File: src/rtl/bkpt_ack_pkg.sv
package bkpt_ack_pkg;
  localparam int ADDR_W = 24;
  localparam int FC_W   = 3;
  localparam logic [FC_W-1:0] FC_CPU_SPACE  = 3'b111;
  localparam logic [3:0]      CPU_TYPE_BKPT = 4'h0;
  localparam logic [2:0]      BKPT_SOURCE   = 3'b111;
  localparam logic            BKPT_TYPE_BIT = 1'b1;

  typedef enum logic [0:0] {BUS_IDLE, BUS_ACK} bus_state_e;

  // Address of the acknowledge read, built from its fields.
  function automatic logic [ADDR_W-1:0] ack_address();
    logic [ADDR_W-1:0] a;
    a        = '0;
    a[19:16] = CPU_TYPE_BKPT;
    a[4:2]   = BKPT_SOURCE;
    a[1]     = BKPT_TYPE_BIT;
    return a;
  endfunction
endpackage

File: src/rtl/bkpt_tag_track.sv
module bkpt_tag_track #(
  parameter int PF_DEPTH = 2
) (
  input  logic clk,
  input  logic rst,
  input  logic bkpt_n,
  input  logic rd_valid,
  input  logic fetch_is_op,
  input  logic insn_retire,
  input  logic pipe_flush,
  input  logic busy,
  output logic fire
);
  localparam int CW = $clog2(PF_DEPTH + 1);
  localparam logic [CW-1:0] PF_CNT = CW'(PF_DEPTH);
  localparam logic [CW-1:0] OP_CNT = CW'(1);

  logic          pending;
  logic [CW-1:0] cnt;
  logic          sample;
  logic [CW-1:0] new_cnt;
  logic [CW-1:0] dec_cnt;

  always_comb begin
    sample  = rd_valid & ~bkpt_n & ~busy;
    new_cnt = fetch_is_op ? OP_CNT : PF_CNT;
    dec_cnt = (pending && insn_retire) ? cnt - OP_CNT : cnt;
    fire    = pending & insn_retire & (cnt == OP_CNT) & ~pipe_flush;
  end

  always_ff @(posedge clk) begin
    if (rst || pipe_flush || fire) begin
      pending <= 1'b0;
      cnt     <= '0;
    end else if (sample) begin
      pending <= 1'b1;
      cnt     <= (pending && dec_cnt < new_cnt) ? dec_cnt : new_cnt;
    end else if (pending && insn_retire) begin
      cnt <= dec_cnt;
    end
  end

  // a flush leaves nothing pending
  a_r4_flush_clears: assert property (@(posedge clk) disable iff (rst)
    pipe_flush |=> !pending);
  // merged count stays inside the legal window
  a_r10_cnt_range: assert property (@(posedge clk) disable iff (rst)
    pending |-> (cnt != '0 && cnt <= PF_CNT));
  // no tag gets taken while the bus cycle runs
  a_r9_busy_no_tag: assert property (@(posedge clk) disable iff (rst)
    (busy && !pending) |=> !pending);
endmodule

File: src/rtl/bkpt_ack_bus.sv
module bkpt_ack_bus
  import bkpt_ack_pkg::*;
#(
  parameter int WD_LIMIT = 16
) (
  input  logic              clk,
  input  logic              rst,
  input  logic              fire,
  input  logic              bdm_en,
  input  logic              term_dtack,
  input  logic              term_berr,
  output logic              busy,
  output logic [ADDR_W-1:0] ack_addr,
  output logic [FC_W-1:0]   ack_fc,
  output logic              ack_size,
  output logic              as_o,
  output logic              rd_o,
  output logic              exc_req,
  output logic              dbg_entry
);
  localparam int WW = (WD_LIMIT > 1) ? $clog2(WD_LIMIT) : 1;
  localparam logic [WW-1:0] WD_LAST = WW'(WD_LIMIT - 1);

  bus_state_e    state;
  logic [WW-1:0] wd_cnt;
  logic          term;

  always_comb begin
    term     = term_dtack | term_berr;
    busy     = (state == BUS_ACK);
    as_o     = busy;
    rd_o     = busy;
    ack_addr = busy ? ack_address() : '0;
    ack_fc   = busy ? FC_CPU_SPACE : '0;
    ack_size = busy;
  end

  always_ff @(posedge clk) begin
    if (rst) begin
      state     <= BUS_IDLE;
      wd_cnt    <= '0;
      exc_req   <= 1'b0;
      dbg_entry <= 1'b0;
    end else begin
      exc_req   <= 1'b0;
      dbg_entry <= 1'b0;
      case (state)
        BUS_IDLE: begin
          wd_cnt <= '0;
          if (fire) begin
            if (bdm_en) dbg_entry <= 1'b1;
            else        state     <= BUS_ACK;
          end
        end
        BUS_ACK: begin
          if (term || wd_cnt == WD_LAST) begin
            state   <= BUS_IDLE;
            exc_req <= 1'b1;
            wd_cnt  <= '0;
          end else begin
            wd_cnt <= wd_cnt + 1'b1;
          end
        end
        default: state <= BUS_IDLE;
      endcase
    end
  end

  a_r5_ack_encoding: assert property (@(posedge clk) disable iff (rst)
    as_o |-> (ack_addr == 24'h00001E && ack_fc == 3'b111 && ack_size && rd_o));
  a_r6_exc_single: assert property (@(posedge clk) disable iff (rst)
    exc_req |=> !exc_req);
  a_r6_exc_after_bus: assert property (@(posedge clk) disable iff (rst)
    exc_req |-> ($past(as_o) && !as_o));
  a_r6_strobe_hold: assert property (@(posedge clk) disable iff (rst)
    (as_o && !term && wd_cnt != WD_LAST) |=> as_o);
  a_r7_wd_bound: assert property (@(posedge clk) disable iff (rst)
    wd_cnt <= WD_LAST);
  a_r8_dbg_no_bus: assert property (@(posedge clk) disable iff (rst)
    dbg_entry |-> (!as_o && !$past(as_o)));
  a_r8_dbg_single: assert property (@(posedge clk) disable iff (rst)
    dbg_entry |=> !dbg_entry);
endmodule

File: src/rtl/bkpt_ack_seq.sv
module bkpt_ack_seq
  import bkpt_ack_pkg::*;
#(
  parameter int PF_DEPTH = 2,
  parameter int WD_LIMIT = 16
) (
  input  logic              clk,
  input  logic              rst,
  input  logic              bkpt_n,
  input  logic              rd_valid,
  input  logic              fetch_is_op,
  input  logic              insn_retire,
  input  logic              pipe_flush,
  input  logic              bdm_en,
  input  logic              term_dtack,
  input  logic              term_berr,
  output logic [ADDR_W-1:0] ack_addr,
  output logic [FC_W-1:0]   ack_fc,
  output logic              ack_size,
  output logic              as_o,
  output logic              rd_o,
  output logic              exc_req,
  output logic              dbg_entry
);
  logic fire;
  logic busy;

  bkpt_tag_track #(.PF_DEPTH(PF_DEPTH)) u_track (
    .clk         (clk),
    .rst         (rst),
    .bkpt_n      (bkpt_n),
    .rd_valid    (rd_valid),
    .fetch_is_op (fetch_is_op),
    .insn_retire (insn_retire),
    .pipe_flush  (pipe_flush),
    .busy        (busy),
    .fire        (fire)
  );

  bkpt_ack_bus #(.WD_LIMIT(WD_LIMIT)) u_bus (
    .clk        (clk),
    .rst        (rst),
    .fire       (fire),
    .bdm_en     (bdm_en),
    .term_dtack (term_dtack),
    .term_berr  (term_berr),
    .busy       (busy),
    .ack_addr   (ack_addr),
    .ack_fc     (ack_fc),
    .ack_size   (ack_size),
    .as_o       (as_o),
    .rd_o       (rd_o),
    .exc_req    (exc_req),
    .dbg_entry  (dbg_entry)
  );

  // no strobe without a firing tag one edge earlier
  a_r3_strobe_needs_fire: assert property (@(posedge clk) disable iff (rst)
    $rose(as_o) |-> $past(fire));
endmodule

File: config.mk
export PLATFORM = sky130hd
export DESIGN_NAME = bkpt_ack_seq
export DESIGN_NICKNAME = d
export VERILOG_FILES = /design/src/rtl/bkpt_ack_pkg.sv /design/src/rtl/bkpt_tag_track.sv /design/src/rtl/bkpt_ack_bus.sv /design/src/rtl/bkpt_ack_seq.sv
export SDC_FILE = /design/constraint.sdc
export NUM_CORES = 1
export LEC_CHECK = 0
export ABC_AREA = 1
export BUFFER_PORTS_ARGS = -buffer_cell sky130_fd_sc_hd__buf_2
export CORE_MARGIN = 3
export CORE_UTILIZATION = 45
export CTS_CLUSTER_SIZE = 12
export DETAILED_ROUTE_END_ITERATION = 7
export PLACE_DENSITY = 0.79
export SYNTH_ARGS = -nofsm -noshare
export SYNTH_HDL_FRONTEND = slang
export SYNTH_SLANG_ARGS = --single-unit
File: constraint.sdc
create_clock -name clk -period 3.2 [get_ports clk]
set_clock_uncertainty 0.15 [all_clocks]
set_input_delay 0.48 -clock clk [delete_from_list [all_inputs] [get_ports clk]]
set_output_delay 0.48 -clock clk [all_outputs]
set_load 0.1 [all_outputs]
==> tab_implementation.tex <==
\begin{tabular}{lr}
\hline
Metric & Value \\
\hline
\multicolumn{2}{l}{\textbf{Run status}} \\
Status & finished clean \\
\multicolumn{2}{l}{\textbf{STA}} \\
Share of the clock period used by the worst path after layout & 58.35\% \\
Shortest clock period the worst path allows after layout & 1.867 ns \\
Least setup slack across all paths after layout & 1.333 ns \\
Final setup TNS & 0 ns \\
Total setup violations reported at the end of the flow & 0 \\
Highest attainable clock frequency & 535.6 MHz \\
Unrepaired setup endpoints after global routing & false \\
Total count of hold-check failures in the final report & 0 \\
Final Max Slew Viols & 0 \\
\multicolumn{2}{l}{\textbf{Critical path}} \\
CP endpoint kind & output pin \\
Buffer and inverter count on the worst path & 1 \\
Worst EP required & 2.57 ns \\
Arr. time, crit path & 1.24 ns \\
Max stage delay on crit path & 0.49 ns \\
Crit path cell chain & buf\_2 \\
CP startpoint kind & flip-flop \\
Master of the slowest instance on the critical path & buf\_2 \\
Critical Setup Path Class & flip-flop to output pin \\
Register-to-Register Setup Slack & roughly 1.5 ns \\
Family with the most delay on the worst path & buffers and inverters \\
Maximum fanout along the worst path & 12 \\
\multicolumn{2}{l}{\textbf{Clocking}} \\
Deepest clock path buffer count & 2 \\
Clock slew at reported path FFs & around 0.06 ns \\
Post-CTS Setup Repair Bufs & 0 \\
Number of clock buffers inserted by TritonCTS & 3 \\
TritonCTS clock tree & built \\
Root buffer cell & clkbuf\_4 \\
Level count of the clock H-tree & 1 \\
Hold-fix buffers at CTS & 0 \\
Worst-skew pair later-pin latency & $\sim$0.26 ns \\
Gates resized, CTS repair & 0 \\
Clock sinks & 10 \\
\multicolumn{2}{l}{\textbf{Drt}} \\
Drt initial violations & 2 \\
Routed len/inst & 8.742 µm \\
Total routed wirelength & 1.084 mm \\
Post-detailed-route via-to-cell ratio & 4.202 \\
Total vias in the final route & 521 \\
Drt pass-1 iters & 4 \\
Antenna-violating nets left & 0 \\
Number of design rule violations left after detail routing & 0 \\
\multicolumn{2}{l}{\textbf{Global route}} \\
Remaining Overflow, GRT & 0 \\
Wire length of the first global-routing pass & 1.559 mm \\
Number of global-route vias before repair & 399 \\
GRT Util Overall & 10.80\% \\
Pin count of the biggest net entering global routing & 13 \\
Number of antenna violations at the first check in global routing & 0 \\
\multicolumn{2}{l}{\textbf{Place}} \\
Number of buffers inserted by port buffering & 21 \\
Routability congestion estimate from global placement & 0.6937 \\
DP Worst Slack & between 1 and 1.5 ns \\
Sum of net half-perimeters after detailed placement & 906.6 µm \\
Number of placed instances with taps included & around 120 \\
\multicolumn{2}{l}{\textbf{Yosys}} \\
Top cells by count, synth & buf\_4 (29), inv\_1 (12), nand2\_1 (11), dfxtp\_1 (10), nor2\_1 (10) \\
EDFF count, synth & 0 \\
Largest area contributor in the synthesized netlist & buf\_4 \\
Total of flip-flops plus latches after synthesis & 10 \\
Yosys synthesis warning count & 0 \\
Leading post-synthesis cells by cell area & buf\_4 (31\%), dfxtp\_1 (28\%), inv\_1 (6.3\%) \\
Syn Area/Cell & 7.468 µm² \\
Post-synthesis sequential area ratio & between 20\% and 30\% \\
Netlist cell types & 18 \\
Ys async rst share & 0\% \\
Predominant post-synthesis flop cell & dfxtp\_1 \\
Yosys top cell area share & a little under a third \\
Most common cell in the netlist & buf\_4 \\
Mapped Area & 709.4 µm² \\
Gate count after technology mapping & 95 \\
\multicolumn{2}{l}{\textbf{Floorplanning}} \\
Die Ht & between 40 and 50 µm \\
Die area & about 0.0021 mm² \\
Number of placement rows & 13 \\
Boundary pin count & 42 \\
Width of the die & 45.71 µm \\
Effective utilization at floorplan & 51.31\% \\
Floorplan core area & 0.001383 mm² \\
\multicolumn{2}{l}{\textbf{Power and ir drop}} \\
P\_leak & 0.0004153 µW \\
Design Power & 337.9 µW \\
Total power divided by cell area & 476.2 mW/mm² \\
Peak ir drop on the vdd network & 224.5 µV \\
\multicolumn{2}{l}{\textbf{Finish}} \\
Final core utilization & 51.31\% \\
Fillcell total & about 130 \\
Area growth from synthesis to final layout & 0\% \\
Combined flip-flop and latch cell area & 200.2 µm² \\
Area of the multi-input gates & 317.8 µm² \\
Layout cell share with drive strength beyond 1 & 32.11\% \\
Cell Count, Final, Fillers Out & $\sim$120 \\
Final Net Count & 124 \\
Number of diodes added for antenna fixing & 0 \\
\multicolumn{2}{l}{\textbf{Min path}} \\
Hold Crit Class & primary input to flip-flop \\
\multicolumn{2}{l}{\textbf{Run}} \\
Maxcap violations & 0 \\
\hline
\end{tabular}
## worst reg2reg max path, cell delays in order, from the launching register on
cell and delay [ns]:
dfxtp_1 0.34, ha_1 0.30, nand2_1 0.08, o21ai_2 0.07, ha_1 0.29, nand2_2 0.08, nand2_2 0.06, nand2_2 0.07
nand2_1 0.06, nand2_1 0.07, nor2_2 0.03
## power by group
part | internal [µW] | switching (µW) | total (µW)
clock | 43.4 | 41.1 | 84.5
sequential | 126 | 1.01 | 127
combinational | 10.6 | 116 | 127
## cell usage in the layout (no fill, tap or decap), types with 2 or more instances in the layout
cell	instances
buf_2	21
nand3_1	2
ha_1	3
nor3_1	2
dfxtp_1	10
nand3_2	2
conb_1	20
inv_1	12
clkbuf_4	3
nand2_1	11
nand2_2	6
nor2_1	10
## state kept, by name, indices dropped and copies added (netlist names)
| register | flops |
|---|---|
| u_bus.ack_size | 1 |
| u_bus.dbg_entry | 1 |
| u_bus.exc_req | 1 |
| u_bus.wd_cnt | 4 |
| u_track.cnt | 2 |
| u_track.pending | 1 |
## through the flow
| stage | hold slack (ns) | cell area (µm²) |
|---|---|---|
| after global placement | 0.2813 | 686.9 |
| after CTS | 0.2527 | 709.4 |
| after floorplan | 0.2675 | 780.7 |
| final | 0.2568 | 709.4 |
| after detailed placement | 0.2883 | 686.9 |
| after global routing | 0.2662 | 709.4 |
## logic make-up after synthesis
family	Yosys count	synth area share, %
buf+inv	41	37.04
xor+xnor	1	1.235
fa+ha+maj	3	5.292
other cells	1	0.5286
compound gates	4	3.879
flops	10	28.22
simple gates	35	23.81
## layout make-up
class / count / share of cell area (%)
Inverter: 12 / 6.349
Sequential cell: 10 / 28.22
Timing Repair Buffer: 21 / 14.81
Clock buffer: 3 / 3.175
Tap cell: 15 / 2.646
Multi-Input combinational cell: 63 / 44.80
## path summary, 6_finish.rpt
path / from / endpoint / depth (start not counted)
setup reg to reg: u_track.cnt[0] / u_track.cnt[0] / 10
hold / removal: rst / u_bus.exc_req / 2
hold reg to reg: u_bus.wd_cnt[0] / u_bus.wd_cnt[0] / 1
setup / recovery: u_bus.ack_size / ack_size / 1
## routing by layer
| metal | vias to the layer above | part of all wire [%] | track usage [%] |
|---|---|---|---|
| met5 | - | 0 | 0 |
| met4 | 0 | 2.1 | 10.23 |
| met3 | 3 | 16 | 1.186 |
| met2 | 38 | 44 | 17.27 |
| met1 | 214 | 38 | 12.20 |
| li1 | 266 | - | - |
Note: power is estimated with default switching activity, not from simulation.
